### config.mk
export PLATFORM = sky130hd
export DESIGN_NAME = serial_frame_rx
export DESIGN_NICKNAME = d
export VERILOG_FILES = /design/src/rtl/srx_pkg.sv /design/src/rtl/srx_fsm.sv /design/src/rtl/srx_shift.sv /design/src/rtl/srx_check.sv /design/src/rtl/serial_frame_rx.sv
export SDC_FILE = /design/constraint.sdc
export NUM_CORES = 1
export LEC_CHECK = 0
export CAP_MARGIN = 10
export CELL_PAD_IN_SITES_DETAIL_PLACEMENT = 1
export CELL_PAD_IN_SITES_GLOBAL_PLACEMENT = 2
export CORE_UTILIZATION = 42
export CTS_BUF_LIST = sky130_fd_sc_hd__clkbuf_2
export CTS_CLUSTER_DIAMETER = 80
export DETAILED_ROUTE_END_ITERATION = 12
export DONT_BUFFER_PORTS = 1
export PLACE_DENSITY_LB_ADDON = 0.1
export SLEW_MARGIN = 20
export SYNTH_ARGS = -nofsm -noshare
export SYNTH_HDL_FRONTEND = slang
export SYNTH_HIERARCHICAL = 1
export SYNTH_SLANG_ARGS = --single-unit
### constraint.sdc
create_clock -name clk -period 2.2 [get_ports clk]
set_input_delay 0.33 -clock clk [delete_from_list [all_inputs] [get_ports clk]]
set_output_delay 0.33 -clock clk [all_outputs]
set_load 0.005 [all_outputs]
### src/rtl/srx_pkg.sv
package srx_pkg;

  localparam int unsigned SRX_DW = 8;
  localparam int unsigned SRX_IW = $clog2(SRX_DW);

  typedef enum logic [2:0] {
    ST_IDLE  = 3'd0,
    ST_START = 3'd1,
    ST_DATA  = 3'd2,
    ST_PAR   = 3'd3,
    ST_STOP  = 3'd4,
    ST_HOLD  = 3'd5
  } srx_state_t;

  // Index of the last data bit for a word-length select (5..8 bits).
  function automatic logic [SRX_IW-1:0] last_bit_idx(input logic [1:0] sel);
    return SRX_IW'(4) + SRX_IW'(sel);
  endfunction

  // Parity bit the line must carry for the given data and rule.
  function automatic logic want_parity(input logic [SRX_DW-1:0] d,
                                       input logic even_kind,
                                       input logic fixed_level);
    if (fixed_level) return ~even_kind;
    return even_kind ? (^d) : ~(^d);
  endfunction

endpackage

### src/rtl/srx_fsm.sv
module srx_fsm
  import srx_pkg::*;
#(
  parameter int unsigned OVS = 16
) (
  input  logic              clk,
  input  logic              rst_n,
  input  logic              tick,
  input  logic              rx,
  input  logic [1:0]        wlen_sel,
  input  logic              par_on,
  input  logic              brk_now,
  output logic              clear_ev,
  output logic              data_ev,
  output logic              par_ev,
  output logic              stop_ev,
  output logic [SRX_IW-1:0] bit_idx
);
  localparam int unsigned CNT_W = $clog2(OVS);
  localparam logic [CNT_W-1:0] CNT_LAST = CNT_W'(OVS - 1);
  localparam logic [CNT_W-1:0] MID_LAST = CNT_W'(OVS / 2 - 1);

  srx_state_t       state, nstate;
  logic [CNT_W-1:0] cnt;
  logic             tick_end, mid_hit, glitch_ev, busy;

  assign tick_end  = tick && (cnt == CNT_LAST);
  assign mid_hit   = tick && (cnt == MID_LAST);
  assign clear_ev  = (state == ST_IDLE) && tick && !rx;
  assign glitch_ev = (state == ST_START) && mid_hit && rx;
  assign data_ev   = (state == ST_DATA) && tick_end;
  assign par_ev    = (state == ST_PAR) && tick_end;
  assign stop_ev   = (state == ST_STOP) && tick_end;
  assign busy      = (state == ST_START) || (state == ST_DATA) ||
                     (state == ST_PAR)   || (state == ST_STOP);

  always_comb begin
    nstate = state;
    unique case (state)
      ST_IDLE:  if (clear_ev) nstate = ST_START;
      ST_START: if (mid_hit) nstate = glitch_ev ? ST_IDLE : ST_DATA;
      ST_DATA:  if (data_ev && bit_idx == last_bit_idx(wlen_sel))
                  nstate = par_on ? ST_PAR : ST_STOP;
      ST_PAR:   if (par_ev) nstate = ST_STOP;
      ST_STOP:  if (stop_ev) nstate = brk_now ? ST_HOLD : ST_IDLE;
      ST_HOLD:  if (tick && rx) nstate = ST_IDLE;
      default:  nstate = ST_IDLE;
    endcase
  end

  always_ff @(posedge clk or negedge rst_n) begin
    if (!rst_n) begin
      state   <= ST_IDLE;
      cnt     <= '0;
      bit_idx <= '0;
    end else begin
      state <= nstate;
      if (state != nstate)     cnt <= '0;
      else if (tick && busy)   cnt <= tick_end ? '0 : cnt + 1'b1;
      if (clear_ev)            bit_idx <= '0;
      else if (data_ev)        bit_idx <= bit_idx + 1'b1;
    end
  end


  event_excl_chk: assert property (@(posedge clk) disable iff (!rst_n)
    $onehot0({clear_ev, data_ev, par_ev, stop_ev}));

endmodule

### src/rtl/srx_shift.sv
module srx_shift
  import srx_pkg::*;
(
  input  logic              clk,
  input  logic              rst_n,
  input  logic              rx,
  input  logic              clear_ev,
  input  logic              data_ev,
  input  logic              par_ev,
  input  logic [SRX_IW-1:0] bit_idx,
  output logic [SRX_DW-1:0] data_q,
  output logic              par_q,
  output logic              saw_one
);
  always_ff @(posedge clk or negedge rst_n) begin
    if (!rst_n) begin
      data_q  <= '0;
      par_q   <= 1'b0;
      saw_one <= 1'b0;
    end else if (clear_ev) begin
      data_q  <= '0;
      par_q   <= 1'b0;
      saw_one <= 1'b0;
    end else if (data_ev) begin
      data_q[bit_idx] <= rx;
      saw_one         <= saw_one | rx;
    end else if (par_ev) begin
      par_q   <= rx;
      saw_one <= saw_one | rx;
    end
  end
endmodule

### src/rtl/srx_check.sv
module srx_check
  import srx_pkg::*;
(
  input  logic              clk,
  input  logic              rst_n,
  input  logic              rx,
  input  logic              stop_ev,
  input  logic              brk_now,
  input  logic [SRX_DW-1:0] data_q,
  input  logic              par_q,
  input  logic              par_on,
  input  logic              par_even,
  input  logic              par_fixed,
  output logic [SRX_DW-1:0] rx_data,
  output logic              err_frame,
  output logic              err_parity,
  output logic              brk_det,
  output logic              rx_valid
);
  logic par_bad;
  assign par_bad = par_on && (par_q != want_parity(data_q, par_even, par_fixed));

  always_ff @(posedge clk or negedge rst_n) begin
    if (!rst_n) begin
      rx_data    <= '0;
      err_frame  <= 1'b0;
      err_parity <= 1'b0;
      brk_det    <= 1'b0;
      rx_valid   <= 1'b0;
    end else begin
      rx_valid <= stop_ev;
      if (stop_ev) begin
        rx_data    <= data_q;
        err_frame  <= !rx;
        err_parity <= par_bad;
        brk_det    <= brk_now;
      end
    end
  end


  valid_pulse_chk: assert property (@(posedge clk) disable iff (!rst_n)
    rx_valid |=> !rx_valid);


  hold_stable_chk: assert property (@(posedge clk) disable iff (!rst_n)
    !rx_valid |-> ($stable(rx_data) && $stable(err_frame) &&
                   $stable(err_parity) && $stable(brk_det)));

endmodule

### src/rtl/serial_frame_rx.sv
module serial_frame_rx
  import srx_pkg::*;
#(
  parameter int unsigned OVS = 16
) (
  input  logic              clk,
  input  logic              rst_n,
  input  logic              rx_line,
  input  logic              baud_tick,
  input  logic [1:0]        wlen_sel,
  input  logic              par_on,
  input  logic              par_even,
  input  logic              par_fixed,
  output logic [SRX_DW-1:0] rx_data,
  output logic              err_frame,
  output logic              err_parity,
  output logic              brk_det,
  output logic              rx_valid
);
  logic              clear_ev, data_ev, par_ev, stop_ev;
  logic [SRX_IW-1:0] bit_idx;
  logic [SRX_DW-1:0] data_q;
  logic              par_q, saw_one, brk_now;

  // Break: nothing but zeros, including the stop bit now on the line.
  assign brk_now = !saw_one && !rx_line;

  srx_fsm #(.OVS(OVS)) u_fsm (
    .clk(clk), .rst_n(rst_n), .tick(baud_tick), .rx(rx_line),
    .wlen_sel(wlen_sel), .par_on(par_on), .brk_now(brk_now),
    .clear_ev(clear_ev), .data_ev(data_ev), .par_ev(par_ev),
    .stop_ev(stop_ev), .bit_idx(bit_idx)
  );

  srx_shift u_shift (
    .clk(clk), .rst_n(rst_n), .rx(rx_line), .clear_ev(clear_ev),
    .data_ev(data_ev), .par_ev(par_ev), .bit_idx(bit_idx),
    .data_q(data_q), .par_q(par_q), .saw_one(saw_one)
  );

  srx_check u_check (
    .clk(clk), .rst_n(rst_n), .rx(rx_line), .stop_ev(stop_ev),
    .brk_now(brk_now), .data_q(data_q), .par_q(par_q),
    .par_on(par_on), .par_even(par_even), .par_fixed(par_fixed),
    .rx_data(rx_data), .err_frame(err_frame), .err_parity(err_parity),
    .brk_det(brk_det), .rx_valid(rx_valid)
  );


  brk_ferr_chk: assert property (@(posedge clk) disable iff (!rst_n)
    brk_det |-> err_frame);


  nopar_chk: assert property (@(posedge clk) disable iff (!rst_n)
    (rx_valid && !par_on) |-> !err_parity);

endmodule

==> metrics.md <==
| Metric | Value |
|---|---|
| Max Clk Rate | `486 MHz` |
| Num rows | `23` |
| Starting density of the core | `44.0%` |
| Largest family of logic cells by synthesized area | `simple AND/OR/NAND/NOR gates` |
| Total track usage | `21.0%` |
| Post-Syn Nets | `178` |
| TritonCTS clock tree | `yes` |
| Cells after Synth | `167` |
| Largest net degree at the start of global routing | `33` |
| Slowest stage delay, CP | `0.44 ns` |
| Critical Path Source | `u_fsm/cnt[0]` |
| Hold Path Class | `in2reg` |
| Clock skew | `0.00854 ns` |
| Crit end category | `register` |
| Setup WS post-layout | `0.141 ns` |
| Outcome | `completed` |
| Ys Warns | `6` |
| DRC | `0` |
| XOR/XNOR Fraction of Synth Area | `6.42%` |
| Seq/Total Area, Yosys | `45.1%` |
| # fillers | `467` |
| Unrepaired setup endpoints after global routing | `no` |
| Antenna-violating nets left | `0` |
| Die Ht | `67.0 um` |
| Worst-path clk slew | `0.16 ns` |
| Sequential cell area | `801 um^2` |
| Die area | `4490 um^2` |
| Worst slew pin tran | `0.517 ns` |
| Die width | `67.0 um` |
| Complex-gate fraction of the synthesized area | `6.63%` |
| Simple-gate portion of the synthesized area | `24.5%` |
| Drt via density | `5.69` |
| RR Startpoint | `u_fsm/cnt[0]` |
| IO Count | `21` |
| Final min period | `2.06 ns` |
| H-tree Lvls | `2` |
| Leakage | `0.920 nW` |
| Crit Path Max Fanout | `8` |
| PwrDens | `751 nW/um^2` |
| Slowest-stage cell, CP | `dfrtp_1` |
| Slew HR | `65.5%` |
| Drt first pass iters | `4` |
| Synth Area in Adders | `1.41%` |
| Mux contribution to synthesized area | `12.6%` |
| Hold path startpoint | `rx_line` |
| Crit path cell chain | `ha_1 > nand4_1 > nor4_4 > buf_4 > and4bb_1 > mux2i_1 > nor2_1` |
| Post-DP HPWL | `2830 um` |
| Final setup vio count | `0` |
| CTS Root Cell | `clkbuf_2` |
| Footprint of the multi-input gates | `918 um^2` |
| Vias in the first global route | `1391` |
| Area delta synth->final | `9.38%` |
| Max-cap viol count | `0` |
| TNS Setup | `0 ns` |
| Clk buf depth | `2` |
| Avg WL per Cell | `17.8 um` |
| Hold Fails Final Rpt | `0` |
| DR iter-0 viols | `38` |
| Layout cells sized above 1 | `16.4%` |
| Netlist Area Pre-Place | `1770 um^2` |
| Gr ovfl total | `0` |
| Max Transition Viols Final | `0` |
| # clock sinks | `32` |
| Worst vdd ir | `0.000348 V` |
| Final wirelength | `4040 um` |
| Core Region | `4030 um^2` |
| Top Family by Delay on Critical Path | `simple AND/OR/NAND/NOR gates` |
| Synth Area per Inst | `10.6 um^2` |
| Final worst path period share | `93.6%` |
| Pre-CTS setup slack | `0.171 ns` |
| CP Class | `reg2reg` |
| Routed vias | `1291` |
| Cell variety after synth | `43` |
| Port bufs | `0` |
| GP Congestion | `0.820` |
| ANT cells | `0` |
| Nets | `187` |
| Worst Setup Start Kind | `register` |
| CTS buffer count | `5` |
| Synthesized flop and latch total | `32` |
| Initial antenna violation count | `0` |
| CP Buf/Inv Count | `1` |
| Critical Path RT | `2.46 ns` |
| First-pass GRT wire length | `6800 um` |
| Skew-Pair Late Insertion Delay | `0.36 ns` |
| WP data arrival | `2.32 ns` |
==> layout by cell type (no fill, tap or decap), drive strengths merged, types with 6 or more instances in the layout <==
master,n
mux2i,11
xnor2,8
nor2,19
nand4,6
mux2,10
dfrtp,32
nand2,11
buf,7
nor3,6
nand3,6
==> registers in the layout, summed over array words and instances (netlist names) <==
name                count
u_shift/data_q          8
u_check/brk_det         1
u_check/rx_data         8
u_shift/par_q           1
u_check/rx_valid        1
u_check/err_frame       1
u_fsm/bit_idx           3
u_fsm/cnt               4
u_check/err_parity      1
u_shift/saw_one         1
u_fsm/state             3
==> through the flow <==
stage	utilization (%)	cells	cell area (um^2)	power, mW	hold WS, ns
CTS	47.5	224	1920	1.48	0.00351
floorplan	-	167	1770	0.998	0.0344
global placement	45.2	214	1820	1.06	0.0350
finish	48.2	227	1940	1.46	0.121
global route	48.2	227	1940	1.56	0.0995
detailed placement	45.2	214	1820	1.07	0.0349
==> worst register-to-register path, stage by stage (launching register included) <==
cell and delay (ns):
dfrtp_1 0.44, ha_1 0.22, nand4_1 0.26, nor4_4 0.31, buf_4 0.19, and4bb_1 0.21
mux2i_1 0.25, nor2_1 0.09
==> timing repair <==
action | in CTS | in global routing
endpoints found under the hold margin | 32 | 1
setup buffers | 0 | 2
gates resized for setup | 0 | 0
hold buffers | 2 | 1
endpoints found under the setup margin | 0 | 4
==> final timing paths <==
check / endpoint / slack (ns) / cells after the start
max in group asynchronous: u_check/rx_data[4] / 1.64 / 2
hold reg to reg: u_shift/saw_one / 0.53 / 2
setup / recovery: u_shift/data_q[1] / 0.14 / 7
min in group asynchronous: u_shift/data_q[1] / 0.40 / 2
setup reg to reg: u_shift/data_q[1] / 0.14 / 7
hold / removal: u_shift/data_q[6] / 0.12 / 2
==> Yosys cell counts (all sizes together) <==
cell | instances | area share, %
and4 | 1 | 0.49
o311ai | 1 | 0.49
a21oi | 5 | 1.4
nand4b | 3 | 1.5
nor3b | 1 | 0.42
and2 | 2 | 0.78
inv | 3 | 0.63
xnor2 | 8 | 3.9
mux2 | 10 | 6.3
mux2i | 11 | 6.2
buf | 6 | 2.5
or3b | 1 | 0.49
a31oi | 1 | 0.35
a211oi | 1 | 0.42
xor2 | 5 | 2.5
and4bb | 3 | 2.1
a21o | 2 | 0.85
nor3 | 6 | 1.7
dfrtp | 32 | 45
nor2b | 3 | 1.1
clkbuf | 1 | 0.21
nand2 | 11 | 2.3
o211ai | 2 | 0.85
a22o | 1 | 0.49
ha | 2 | 1.4
nand2b | 2 | 0.71
nand4bb | 1 | 0.63
nor4 | 1 | 1.2
nor2 | 19 | 4.0
a32o | 1 | 0.63
or3 | 1 | 0.35
nand3 | 6 | 2.0
nand4 | 6 | 2.1
o21ai | 4 | 1.1
nor4b | 2 | 1.8
and3 | 1 | 0.35
or4 | 1 | 0.42
==> routing by layer <==
layer | vias up | GRT usage [%] | routed length (um)
met3 | 5 | 4.28 | 123
met1 | 655 | 24.6 | 1650
met4 | 0 | 7.98 | 47
met2 | 14 | 37.2 | 2230
li1 | 617 | - | -
met5 | - | 0 | 0
==> where the power goes <==
group	switching [mW]	internal, mW
Combinational	0.189	0.143
Clock	0.196	0.185
Sequential	0.0979	0.647
Total	0.482	0.975
==> layout make-up <==
type | count | share of cell area (%)
clock buffer | 5 | 1.29
multi-input combinational | 125 | 47.3
sequential | 32 | 41.3
tap | 50 | 3.22
inverter | 3 | 0.580
timing repair buffer | 9 | 4.38
clock inverter | 3 | 1.93
==> kinds of logic (layout without fill, tap and decap cells) <==
group | Yosys count | count (layout)
xor gates and xnor gates | 13 | 13
buffers and inverters | 10 | 20
DFF | 32 | 32
AOI/OAI and AO/OA | 18 | 18
adders and majority gates | 2 | 2
and+or+nand+nor | 71 | 71
muxes | 21 | 21
Power figures use the tool's default switching activity.
